File: src/rtl/seq_lock_pkg.sv
package seq_lock_pkg;
    typedef enum logic [2:0] {
        ST_IDLE,
        ST_LOCK_WAIT,
        ST_VISIT,
        ST_ACK,
        ST_RELEASE
    } sla_state_e;
endpackage

File: src/rtl/sla_index_ctr.sv
module sla_index_ctr #(
    parameter int N = 4,
    localparam int IW = (N > 1) ? $clog2(N) : 1
) (
    input  logic          clk,
    input  logic          rst_n,
    input  logic          clr,
    input  logic          adv,
    output logic [IW-1:0] idx,
    output logic          last
);
    localparam logic [IW-1:0] LAST_IDX = IW'(N - 1);

    always_ff @(posedge clk) begin
        if (!rst_n || clr) begin
            idx <= '0;
        end else if (adv && idx != LAST_IDX) begin
            idx <= idx + 1'b1;
        end
    end

    assign last = (idx == LAST_IDX);
endmodule

File: src/rtl/sla_req_pick.sv
module sla_req_pick #(
    parameter int N = 4,
    localparam int IW = (N > 1) ? $clog2(N) : 1
) (
    input  logic [N-1:0]  req,
    input  logic [IW-1:0] idx,
    output logic          sel_req,
    output logic          any_req
);
    assign sel_req = req[idx];
    assign any_req = |req;
endmodule

File: src/rtl/sla_ack_dec.sv
module sla_ack_dec #(
    parameter int N = 4,
    localparam int IW = (N > 1) ? $clog2(N) : 1
) (
    input  logic          en,
    input  logic [IW-1:0] idx,
    output logic [N-1:0]  ack
);
    for (genvar g = 0; g < N; g++) begin : g_dec
        assign ack[g] = en && (idx == IW'(g));
    end
endmodule

File: src/rtl/seq_lock_arbiter.sv
module seq_lock_arbiter
    import seq_lock_pkg::*;
#(
    parameter int N = 4,
    localparam int IW = (N > 1) ? $clog2(N) : 1
) (
    input  logic         clk,
    input  logic         rst_n,
    input  logic [N-1:0] child_req,
    output logic [N-1:0] child_ack,
    output logic         lock_req,
    input  logic         lock_gnt
);
    sla_state_e state, state_nx;
    logic [IW-1:0] idx;
    logic          last, sel_req, any_req;
    logic          ctr_clr, ctr_adv, ack_en;

    sla_index_ctr #(.N(N)) u_ctr (
        .clk(clk), .rst_n(rst_n), .clr(ctr_clr), .adv(ctr_adv),
        .idx(idx), .last(last)
    );

    sla_req_pick #(.N(N)) u_pick (
        .req(child_req), .idx(idx), .sel_req(sel_req), .any_req(any_req)
    );

    sla_ack_dec #(.N(N)) u_dec (
        .en(ack_en), .idx(idx), .ack(child_ack)
    );

    // State register
    always_ff @(posedge clk) begin
        if (!rst_n) state <= ST_IDLE;
        else        state <= state_nx;
    end

    // Next-state logic
    always_comb begin
        state_nx = state;
        unique case (state)
            ST_IDLE:      if (any_req && !lock_gnt) state_nx = ST_LOCK_WAIT;
            ST_LOCK_WAIT: if (lock_gnt)             state_nx = ST_VISIT;
            ST_VISIT: begin
                if (sel_req)   state_nx = ST_ACK;
                else if (last) state_nx = ST_RELEASE;
            end
            ST_ACK: begin
                if (!sel_req && last) state_nx = ST_RELEASE;
                else if (!sel_req)    state_nx = ST_VISIT;
            end
            ST_RELEASE:   if (!lock_gnt)            state_nx = ST_IDLE;
            default:                                state_nx = ST_IDLE;
        endcase
    end

    // Outputs and index control
    always_comb begin
        lock_req = 1'b0;
        ack_en   = 1'b0;
        ctr_clr  = 1'b0;
        ctr_adv  = 1'b0;
        unique case (state)
            ST_IDLE:      ;
            ST_LOCK_WAIT: begin lock_req = 1'b1; ctr_clr = 1'b1; end
            ST_VISIT:     begin lock_req = 1'b1; ctr_adv = !sel_req; end
            ST_ACK:       begin lock_req = 1'b1; ack_en = 1'b1; ctr_adv = !sel_req; end
            ST_RELEASE:   ;
            default:      ;
        endcase
    end
endmodule

File: config.mk
export PLATFORM = sky130hd
export DESIGN_NAME = seq_lock_arbiter
export DESIGN_NICKNAME = d
export VERILOG_FILES = /design/src/rtl/seq_lock_pkg.sv /design/src/rtl/sla_index_ctr.sv /design/src/rtl/sla_req_pick.sv /design/src/rtl/sla_ack_dec.sv /design/src/rtl/seq_lock_arbiter.sv
export SDC_FILE = /design/constraint.sdc
export NUM_CORES = 1
export LEC_CHECK = 0
export BUFFER_PORTS_ARGS = -buffer_cell sky130_fd_sc_hd__buf_2
export CAP_MARGIN = 10
export CORE_AREA = 2 2 39 41
export CTS_BUF_LIST = sky130_fd_sc_hd__clkbuf_4
export CTS_CLUSTER_DIAMETER = 200
export CTS_CLUSTER_SIZE = 28
export DETAILED_ROUTE_END_ITERATION = 8
export DIE_AREA = 0 0 41 43
export PLACE_DENSITY = 0.51
export SYNTH_ARGS = -nofsm -noshare
export SYNTH_HDL_FRONTEND = slang
export SYNTH_HIERARCHICAL = 1
export SYNTH_SLANG_ARGS = --single-unit
File: constraint.sdc
create_clock -name clk -period 3.85 [get_ports clk]
set_input_delay 0.77 -clock clk [delete_from_list [all_inputs] [get_ports clk]]
set_output_delay 0.77 -clock clk [all_outputs]
set_load 0.02 [all_outputs]
==> results.py <==
metrics = {
    "synth": {
        "yosys_most_used_dff": "dfxtp_1",
        "async_reset_ff_share_pct": 0,
        "synth.top_cells.by_area": "dfxtp_1 26%, nor2_1 8.9%, mux2i_1 7.9%",
        "synth.avg_cell_area_um2": 8.673,
        "synth_cell_types": 20,
        "ys_seq_elements": 5,
        "synth_compound_area_share_pct": 7.869,
        "synthCells": 44,
        "netlist_area_um2": 381.6,
        "synthMostInstantiatedCell": "nor2_1",
        "synth_edf_count": 0,
        "yosysTopAreaCellShare_pct": 26.23,
        "synthMuxAreaShare_pct": 13.77,
        "synth-xor-area-share_pct": 2.295,
        "synth-warning-count": 6,
        "yosys.area_share.simple_pct": 45.57,
        "synth_top_family_by_area": "simple AND/OR/NAND/NOR gates",
        "synth_largest_area_cell": "dfxtp_1",
        "synth_common_cells": "9 x nor2_1, 6 x nand2_1, 5 x dfxtp_1",
        "synthAdderAreaFrac_pct": 3.279,
        "syn-num-nets": 52,
        "ys_seq_area_share_pct": 26.23,
    },
    "timing": {
        "rsz0062_at_grt": "false",
        "clock_skew_ns": 0.003582,
        "maxSlewHeadroom_pct": 77.15,
        "hold_viol": 0,
        "period_needed_ns": 2.129,
        "tightest_slew_ns": 0.3421,
        "fin_hold_ws_ns": 0.5412,
        "final-setup-viol-count": 0,
        "final.setup.tns_ns": 0,
        "slew_violations": 0,
        "layout_worst_path_cycle_share_pct": 55.31,
        "max_clock_freq_ghz": 0.4696,
    },
    "cts": {
        "cts_setup_buffers": 0,
        "cts_made_buffers": 3,
        "cts_tree": "yes",
        "clockBufferDepth": 2,
        "clock_tree.htree_level_count": 1,
        "root_buffer": "clkbuf_4",
        "hold_buffers": 0,
        "clock_sinks": 5,
        "clock_latency_ns": 0.24,
        "path_clk_slew_ns": 0.04,
        "cts.repair.resized": 0,
    },
    "detailed_routing": {
        "wl_per_cell_um": 9.773,
        "final_antenna_net_count": 0,
        "vias_per_cell": 4.653,
        "drt-initial-drc-count": 4,
        "drc": 0,
        "wl_um": 733,
        "dr_total_vias": 349,
        "firstDrtPassIters": 2,
    },
    "global_route": {
        "grt_antenna_before_repair": 0,
        "grt.overflow.total": 0,
        "grt_pass1_wl_um": 1331,
        "grt_max_degree": 9,
        "grtUsageTotal_pct": 11.43,
        "first_global_vias": 342,
    },
    "floorplan": {
        "die_x_um": 41,
        "die_area_um2": 1763,
        "die_y_um": 43,
        "ios": 12,
        "coreArea_um2": 1384,
        "row_count": 14,
        "start_util_pct": 27.58,
    },
    "setup_path": {
        "critPathKind": "reg -> out",
        "cp-start-kind": "flop",
        "r2r_start": "u_ctr/idx[1]",
        "r2r-end": "u_ctr/idx[1]",
        "critPathRequiredTime_ns": 3.08,
        "crit_path_end_kind": "primary output",
        "arrival_ns": 1.36,
        "rr_worst_depth": 5,
        "crit_fanout": 6,
        "timing.reg2reg.setup_slack_ns": 2.06,
    },
    "job": {
        "maxCapViolations": 0,
    },
    "final_layout": {
        "layout-drive-gt1-share_pct": 35.59,
        "ff_latch_area_um2": 100.1,
        "fin_nets": 68,
        "nFillCells": 149,
        "antenna_cells": 0,
        "syn_to_final_growth_pct": 27.54,
        "final-instance-count-excl-fill": 75,
        "utilization_pct": 35.17,
        "multiInputGateArea_um2": 277.8,
    },
    "pwr": {
        "vdd_drop_max_mv": 0.2222,
        "power_density_nw_per_um2": 381.5,
        "p_leak_uw": 0.0002253,
    },
    "placed_design": {
        "dpl.cell_count": 71,
        "place.gp.congestion": 0.6595,
        "numPortBuffers": 11,
        "post-dp-hpwl_um": 594.6,
    },
    "worst_hold_path": {
        "hold_class": "reg -> reg",
        "worst_hold_startpoint": "state[2]",
        "whs_endpoint": "state[2]",
        "hold_depth": 2,
    },
    "run_status": {
        "status": "complete, no violations",
    },
}
==> layout make-up <==
cell class / instances / share of cell area (%)
clock buffer: 4 / 6.170
tap: 16 / 4.113
inverter: 1 / 0.7712
timing repair buffer: 11 / 11.31
sequential: 5 / 20.57
multi-input combinational: 38 / 57.07
==> worst max-delay path, stage by stage (launching register included) <==
cell	delay (ns)
dfxtp_1	0.36
nand2b_1	0.22
nor2_1	0.18
nor3b_2	0.18
buf_2	0.18
==> logic make-up (layout without fill, tap and decap cells) <==
kind of cell	after synthesis	in the layout
AOI/OAI and AO/OA	3	3
xor gates and xnor gates	1	1
adders and majority gates	1	1
buffers and inverters	1	16
DFF	5	5
muxes	4	4
and+or+nand+nor	29	29
==> how the worst max path moves through the flow <==
| stage | start | cells past startpoint | slack, ns | endpoint |
|---|---|---|---|---|
| floorplan | child_req[3] | 5 | 1.86 | u_ctr/idx[1] |
| global placement | child_req[3] | 6 | 1.70 | u_ctr/idx[1] |
| detailed placement | child_req[3] | 6 | 1.69 | u_ctr/idx[1] |
| CTS | state[2] | 4 | 1.68 | child_ack[0] |
| global route | state[1] | 4 | 1.60 | child_ack[0] |
| finish | state[2] | 4 | 1.72 | child_ack[0] |
==> layer usage <==
metal | wire, µm | vias to the layer above | GRT usage, %
li1 | - | 187 | -
met1 | 334 | 152 | 14.10
met2 | 326 | 10 | 15.31
met3 | 71 | 0 | 9.424
met4 | 0 | 0 | 2.000
met5 | 0 | - | 0
==> stage by stage <==
step                      cell area (µm²)  setup slack, ns  total power [µW]
after global placement              456.7            1.701             121.1
after detailed placement            456.7            1.694             120.2
final                               486.7            1.721             185.7
after global routing                486.7            1.597             199.5
after CTS                           486.7            1.683             189.1
after floorplan                     381.6            1.864             106.1
==> layout by cell type (no fill, tap or decap), drive strengths merged, types with 2 or more instances in the layout <==
cell type | netlist | layout
nor3b | 2 | 2
nand2 | 6 | 6
and3b | 2 | 2
nand2b | 3 | 3
nor2 | 9 | 9
mux2i | 3 | 3
dfxtp | 5 | 5
buf | 0 | 11
nor2b | 3 | 3
clkbuf | 0 | 4
==> sequential cells by signal, indices dropped and copies added (netlist names) <==
signal	count
state	3
u_ctr/idx	2
==> power breakdown <==
group          internal, µW  switching, µW
Sequential             57.1           9.20
Clock                  46.2           20.8
Combinational          26.3           26.1
Power figures use the tool's default switching activity.
